**src/rtl/psr_pkg.sv**
```systemverilog
`timescale 1ns/1ps
package psr_pkg;

    // Encoding is {j_in, kn_in}; kn_in is the active-low K input.
    typedef enum logic [1:0] {
        ENTRY_CLEAR  = 2'b00,
        ENTRY_HOLD   = 2'b01,
        ENTRY_TOGGLE = 2'b10,
        ENTRY_SET    = 2'b11
    } entry_op_e;

    function automatic logic entry_next(entry_op_e op, logic cur);
        logic r;
        unique case (op)
            ENTRY_CLEAR:  r = 1'b0;
            ENTRY_HOLD:   r = cur;
            ENTRY_TOGGLE: r = ~cur;
            default:      r = 1'b1;
        endcase
        return r;
    endfunction

endpackage

```
**src/rtl/psr_entry_stage.sv**
```systemverilog
`timescale 1ns/1ps
module psr_entry_stage
    import psr_pkg::*;
(
    input  logic      j_in,
    input  logic      kn_in,
    input  logic      cur_bit,
    output entry_op_e op,
    output logic      nxt_bit
);

    always_comb begin
        op      = entry_op_e'({j_in, kn_in});
        nxt_bit = entry_next(op, cur_bit);
    end

endmodule

```
**src/rtl/psr_stage_mux.sv**
```systemverilog
`timescale 1ns/1ps
module psr_stage_mux #(
    parameter int STAGES = 4
) (
    input  logic              shift_en,
    input  logic              entry_bit,
    input  logic [STAGES-1:0] cur,
    input  logic [STAGES-1:0] par_d,
    output logic [STAGES-1:0] nxt
);

    localparam int LAST = STAGES - 1;

    always_comb begin
        nxt[0] = shift_en ? entry_bit : par_d[0];
    end

    for (genvar i = 1; i <= LAST; i++) begin : g_stage
        always_comb begin
            nxt[i] = shift_en ? cur[i-1] : par_d[i];
        end
    end

endmodule

```
**src/rtl/pa_shift_reg.sv**
```systemverilog
`timescale 1ns/1ps
module pa_shift_reg
    import psr_pkg::*;
#(
    parameter int STAGES = 4
) (
    input  logic              clk,
    input  logic              rst_n,
    input  logic              shift_en,
    input  logic              j_in,
    input  logic              kn_in,
    input  logic [STAGES-1:0] par_d,
    output logic [STAGES-1:0] q,
    output logic              q_last_n
);

    localparam int LAST = STAGES - 1;

    typedef struct packed {
        logic [STAGES-1:0] stage;
    } state_t;

    state_t            state_d;
    state_t            state_q;
    entry_op_e         entry_op;
    logic              entry_bit;
    logic [STAGES-1:0] mux_nxt;

    psr_entry_stage u_entry (
        .j_in    (j_in),
        .kn_in   (kn_in),
        .cur_bit (state_q.stage[0]),
        .op      (entry_op),
        .nxt_bit (entry_bit)
    );

    psr_stage_mux #(.STAGES(STAGES)) u_mux (
        .shift_en  (shift_en),
        .entry_bit (entry_bit),
        .cur       (state_q.stage),
        .par_d     (par_d),
        .nxt       (mux_nxt)
    );

    always_comb begin
        state_d       = state_q;
        state_d.stage = mux_nxt;
    end

    always_ff @(posedge clk or negedge rst_n) begin
        if (!rst_n) begin
            state_q <= '0;
        end else begin
            state_q <= state_d;
        end
    end

    assign q        = state_q.stage;
    assign q_last_n = ~state_q.stage[LAST];

    // Checker state: high only when the last edge was a normal update and
    // no reset has occurred since it.
    logic check_armed_q;
    always_ff @(posedge clk or negedge rst_n) begin
        if (!rst_n) check_armed_q <= 1'b0;
        else        check_armed_q <= 1'b1;
    end

    assert_shift_R1: assert property (@(posedge clk) disable iff (!rst_n)
        check_armed_q && $past(shift_en) |-> q[LAST:1] == $past(q[LAST-1:0]));

    assert_load_R2: assert property (@(posedge clk) disable iff (!rst_n)
        check_armed_q && !$past(shift_en) |-> q == $past(par_d));

    assert_set_R3: assert property (@(posedge clk) disable iff (!rst_n)
        check_armed_q && $past(shift_en && j_in && kn_in) |-> q[0]);

    assert_clear_R4: assert property (@(posedge clk) disable iff (!rst_n)
        check_armed_q && $past(shift_en && !j_in && !kn_in) |-> !q[0]);

    assert_toggle_R5: assert property (@(posedge clk) disable iff (!rst_n)
        check_armed_q && $past(shift_en && j_in && !kn_in) |-> q[0] != $past(q[0]));

    assert_hold_R6: assert property (@(posedge clk) disable iff (!rst_n)
        check_armed_q && $past(shift_en && !j_in && kn_in) |-> q[0] == $past(q[0]));

    assert_reset_R7: assert property (@(posedge clk)
        !rst_n |-> (q == '0) && q_last_n);

endmodule

```
**config.mk**
```make
export PLATFORM = sky130hd
export DESIGN_NAME = pa_shift_reg
export DESIGN_NICKNAME = d
export VERILOG_FILES = /design/src/rtl/psr_pkg.sv /design/src/rtl/psr_entry_stage.sv /design/src/rtl/psr_stage_mux.sv /design/src/rtl/pa_shift_reg.sv
export SDC_FILE = /design/constraint.sdc
export NUM_CORES = 1
export LEC_CHECK = 0
export BUFFER_PORTS_ARGS = -buffer_cell sky130_fd_sc_hd__buf_2
export CAP_MARGIN = 40
export CORE_AREA = 2 2 39 41
export DETAILED_ROUTE_END_ITERATION = 8
export DIE_AREA = 0 0 41 43
export MAX_ROUTING_LAYER = met4
export PLACE_DENSITY = 0.39
export REMOVE_ABC_BUFFERS = 1
export SYNTH_ARGS = -nofsm -noshare
export SYNTH_HDL_FRONTEND = slang
export SYNTH_HIERARCHICAL = 1
export SYNTH_SLANG_ARGS = --single-unit
```
**constraint.sdc**
```tcl
create_clock -name clk -period 1.3 [get_ports clk]
set_input_delay 0.13 -clock clk [delete_from_list [all_inputs] [get_ports clk]]
set_output_delay 0.13 -clock clk [all_outputs]
set_load 0.05 [all_outputs]
```
==> impl_results.md, run 1 <==
- Power share of the clock group: between 30% and 40%
- Total Power: 413.3 µW
- Sw Pwr: 134.5 µW
- PD cells: 1468 mW/mm²
- Reg clk slew, reported paths: 0.04 ns
- Net Sw Frac: 32.55%
- Global Route Usage Sum: between 6 and 7%
- First drt pass iteration count: 2
- Placed Cells incl. Taps: 39
- Mapped cell area: ~160 µm²
- Max Cap Violations: 0
- Max FFs per register: 4
- Period utilization: 81.65%
- DR vias: 147
- Design area: 281.5 µm²
- Layout cells sized above 1: 77.78%
- Post-route ant nets: 0
- Initial antenna violation count: 0
- Sequential Power Share: about a third
- Final Hold Fails: 0
- CTS tree: yes
- Number of gates resized after CTS: 0
- Ys Warns: 6
- Sink Count: 4
- Final WL: 404 µm
- H-tree depth: 1
- RePlAce Congestion: 0.6046
- Power Internal: 278.7 µW
- CTS Buffer Depth: 2
- Clk_lat worst skew: approximately 0.23 ns
- Critical Path End Type: register
- Most common cell after layout, fill and taps aside: buf_2
- Vias in the first global route: between 150 and 200
- P_leak: 0.1449 nW
- Reg2Reg Setup Slack: 0.24 ns
- Status: finished clean
- Peak VDD IR: approximately 0.00046 V
- Total gr overflow: 0
- WS Path Type: reg -> reg
- Initial DRC count: 3
- HP Class: in -> reg
- RSZ-0062 raised after global routing: false
- Setup TNS: 0 ns
- Layout Nets: 38
- Die width: between 40 and 50 µm
- Row cnt: 14
- WL/cell: 9.395 µm
- FMAX: 942.1 MHz
- Reg2Reg Depth: 2
- Via/cell ratio: 3.419
- DIE HEIGHT: 43 µm
- Synth-to-Final Area Change: 71.76%
- Final hold slack: roughly 0.13 ns
- Crit path max fanout: 3
- Ant. Diodes: 0
- Post-synthesis average cell area: 16.39 µm²
- Slew margin rel.: between 80% and 90%
- Post-route DRC: 0
- First-pass GRT wire length: 607 µm
- Combinational power share: 27.2%
- Total core area: 0.001384 mm²
- Clock skew: 0.0002598 ns
- Hold Startpoint: par_d[1]
- Worst-Margin Slew: 0.2518 ns
- Root Buffer: clkbuf_4
- Worst Hold Path EP: q[1]
- IO buf count: 13
- Reg-to-reg critical path endpoint: q[0]
- Arrival time at the worst endpoint: 1.18 ns
- Placed cell areas: around 250 µm²
- I/O pins: 14
- Final setup violation count: 0
- Die area: between 0.0015 and 0.002 mm²
- Slew Viols, Final: 0
- Commonest cells after routing, fill and taps aside: 13 x buf_2, 4 x dfrtp_1, 4 x mux2_2
- Final Instance Count excl. Fillers: between 40 and 50
- Num CTS Buffers: 3
- Worst flop-to-flop path startpoint: q[0]
- Type of origin of the critical path: register
- Initial Utilization: 11.84%
- Syn Inst Count: 10
- WHS Path Cells: 2
- CP required: 1.42 ns
- Min Clock Period, post-route: between 1 and 1.5 ns
- Largest net degree at the start of global routing: 5
metrics by stage:
| step | utilization [%] | worst slack [ns] |
|---|---|---|
| after floorplan | - | -0.03963 |
| after CTS | 20.34 | 0.2342 |
| after detailed placement | 17.99 | 0.2425 |
| after global placement | 17.99 | 0.2489 |
| final | 20.34 | 0.2385 |
| after global routing | 20.34 | 0.2116 |
area by class of cell:
type / instances / area [µm²]
inverters: 1 / 3.754
fillers: 151 / 1102
multi-input cells: 5 / 60.06
well taps: 16 / 20.02
clock buffers: 3 / 22.52
flip-flops and latches: 4 / 100.1
repair buffers: 14 / 75.07
power groups by stage:
stage / registers, mW / logic (mW) / clock network [mW]
after floorplan: 0.192 / 0.0314 / 0
after global placement: 0.146 / 0.109 / 0
after detailed placement: 0.147 / 0.111 / 0
after CTS: 0.145 / 0.113 / 0.167
after global routing: 0.146 / 0.119 / 0.182
final: 0.145 / 0.112 / 0.156
metal layers:
metal	GRT usage, %	vias up	routed length [µm]
li1	-	68	-
met1	5.212	62	172
met2	6.250	17	129
met3	10.47	0	102
met4	4.000	0	0
met5	-	-	0
worst max-delay path, cell delays in order (launching register included):
cell and delay [ns]:
dfrtp_1 0.39, mux2_4 0.30, mux2_2 0.26
worst max-delay path by stage:
| stage | start | to | slack [ns] | depth (start not counted) |
|---|---|---|---|---|
| floorplan | q[0] | q[0] | -0.04 | 2 |
| global placement | q[0] | q[0] | 0.25 | 2 |
| detailed placement | q[0] | q[0] | 0.24 | 2 |
| CTS | q[0] | q[0] | 0.23 | 2 |
| global route | q[0] | q[0] | 0.21 | 2 |
| finish | q[0] | q[0] | 0.24 | 2 |
what timing repair did:
item | in CTS | in global routing
hold buffers | 1 | 0
buffers inserted | 0 | 0
endpoints found under the hold margin | 4 | 0
No activity file was read; power rests on OpenSTA's default activity.
==> run 2: changes to the inputs <==
==> constraint.sdc (replaced) <==
create_clock -name clk -period 1.01 [get_ports clk]
set_input_delay 0.101 -clock clk [delete_from_list [all_inputs] [get_ports clk]]
set_output_delay 0.101 -clock clk [all_outputs]
set_load 0.05 [all_outputs]
==> run 2 against run 1 <==
Net effect: the run now ends with negative setup slack left; combinational power rose by 35%; final cell count did not move; count of clock-buffer cells in the layout did not move; critical endpoint unchanged.
==> impl_results.md, run 2 (same netlist as run 1, synthesis figures left out) <==
- Largest net degree at the start of global routing: 5
- Final WL: 410 µm
- Synth-to-Final Area Change: 75.57%
- CTS tree: yes
- Initial Utilization: 11.84%
- First-pass GRT wire length: 621 µm
- Slew margin rel.: 83.33%
- CP max stage cell: dfrtp_1
- Reg-to-reg critical path endpoint: q[0]
- Final setup violation count: 1
- CP required: 1.13 ns
- Clk_lat worst skew: 0.23 ns
- Critical Path End Type: register
- Die area: 0.001763 mm²
- CP Cell Sequence: mux2_4, mux2_4
- H-tree depth: 1
- Fin util: 20.80%
- Num CTS Buffers: 3
- Row cnt: 14
- Root Buffer: clkbuf_4
- Sink Count: 4
- Min Clock Period, post-route: 1.063 ns
- Ant. Diodes: 0
- Die width: 41 µm
- Slew Viols, Final: 0
- Layout cells sized above 1: 77.78%
- PD cells: between 1500 and 2000 mW/mm²
- Reg2Reg Setup Slack: -0.05 ns
- Final worst setup slack: -0.05322 ns
- Placed cell areas: 249.0 µm²
- Placed Cells incl. Taps: 39
- First drt pass iteration count: 2
- Design area: 287.8 µm²
- Layout Nets: 38
- Most common cell after layout, fill and taps aside: buf_2
- Max incr delay on CP: around 0.39 ns
- Reg clk slew, reported paths: 0.04 ns
- Clock skew: 0.0001344 ns
- Crit path max fanout: 3
- P_leak: between 0.15 and 0.2 nW
- Vias in the first global route: around 170
- Fillers: ~150
- Arrival time at the worst endpoint: roughly 1.2 ns
- WL/cell: 9.535 µm
- Final hold slack: about 0.10 ns
- Post-route DRC: 0
- Period utilization: 105.3%
- CTS Buffer Depth: 2
- DP Worst Slack: -0.04752 ns
- FMAX: 940.5 MHz
- Failing checks: negative setup slack
- Total core area: between 0.001 and 0.0015 mm²
- HP Class: in -> reg
- Final Hold Fails: 0
- Crit path to: q[0]
- Post-route ant nets: 0
- IO buf count: 13
- Worst-Margin Slew: between 0.2 and 0.3 ns
- Max FFs per register: 4
- WS Path Type: reg -> reg
- DR vias: between 100 and 150
- Status: finished, violations left
- DIE HEIGHT: around 43 µm
- Worst flop-to-flop path startpoint: q[0]
- Type of origin of the critical path: register
- I/O pins: 14
- Initial antenna violation count: 0
- Total gr overflow: 0
- Initial DRC count: 3
- RSZ-0062 raised after global routing: true
- Commonest cells after routing, fill and taps aside: 12 x buf_2, 4 x dfrtp_1, 3 x clkbuf_4, 3 x mux2_2, 2 x mux2_4
- RePlAce Congestion: 0.6046
- Global Route Usage Sum: 6.508%
- Max Cap Violations: 0
- Setup bufs post-CTS: 0
- Reg2Reg Depth: 2
- Final Instance Count excl. Fillers: 43
- Cell mode on critical path: mux2_4
- Setup crit start: q[0]
- Via/cell ratio: between 3 and 4
- Peak VDD IR: 0.0006091 V
[run 2: how the worst min path moves through the flow]
stage	from	to	depth (start not counted)
after detailed placement	rst_n	q[3]	1
after global placement	rst_n	q[3]	1
final	par_d[1]	q[1]	2
after global routing	par_d[1]	q[1]	2
after CTS	par_d[1]	q[1]	2
after floorplan	rst_n	q[0]	0
[run 2: per-layer routing]
| metal | global-route usage [%] | up-vias | wire length, µm |
|---|---|---|---|
| met5 | - | - | 0 |
| met4 | 4.000 | 0 | 0 |
| met3 | 10.47 | 0 | 101 |
| met2 | 6.250 | 17 | 130 |
| met1 | 5.537 | 62 | 178 |
| li1 | - | 68 | - |
[run 2: layout make-up]
class | instances | area (µm²) | area share [%]
Timing Repair Buffer | 14 | 77.57 | 26.96
Sequential cell | 4 | 100.1 | 34.78
Multi-Input combinational cell | 5 | 63.81 | 22.17
Inverter | 1 | 3.754 | 1.304
Clock buffer | 3 | 22.52 | 7.826
Tap cell | 16 | 20.02 | 6.957
[run 2: power by group]
| group | switching, mW | internal, mW |
|---|---|---|
| Combinational | 0.0973 | 0.0532 |
| Clock | 0.0680 | 0.133 |
| Sequential | 0.00911 | 0.177 |
| Total | 0.175 | 0.364 |
[run 2: through the flow]
| stage | power (mW) | setup TNS (ns) |
|---|---|---|
| floorplan | 0.2871 | -0.3698 |
| global placement | 0.3279 | -0.04108 |
| detailed placement | 0.3316 | -0.04752 |
| CTS | 0.5535 | -0.05494 |
| global route | 0.5818 | -0.1111 |
| finish | 0.5382 | -0.05322 |
[run 2: what timing repair did]
action                     in CTS  in global routing
gates resized for setup         2                  0
pin swaps                       0                  0
setup endpoints to repair       2                  2
hold buffers                    1                  0
hold endpoints to repair        4                  0
[run 2: critical path, delay by kind of cell, from the launching register on]
family,cells,cell delay [ns]
muxes,2,0.55
DFF,1,0.39
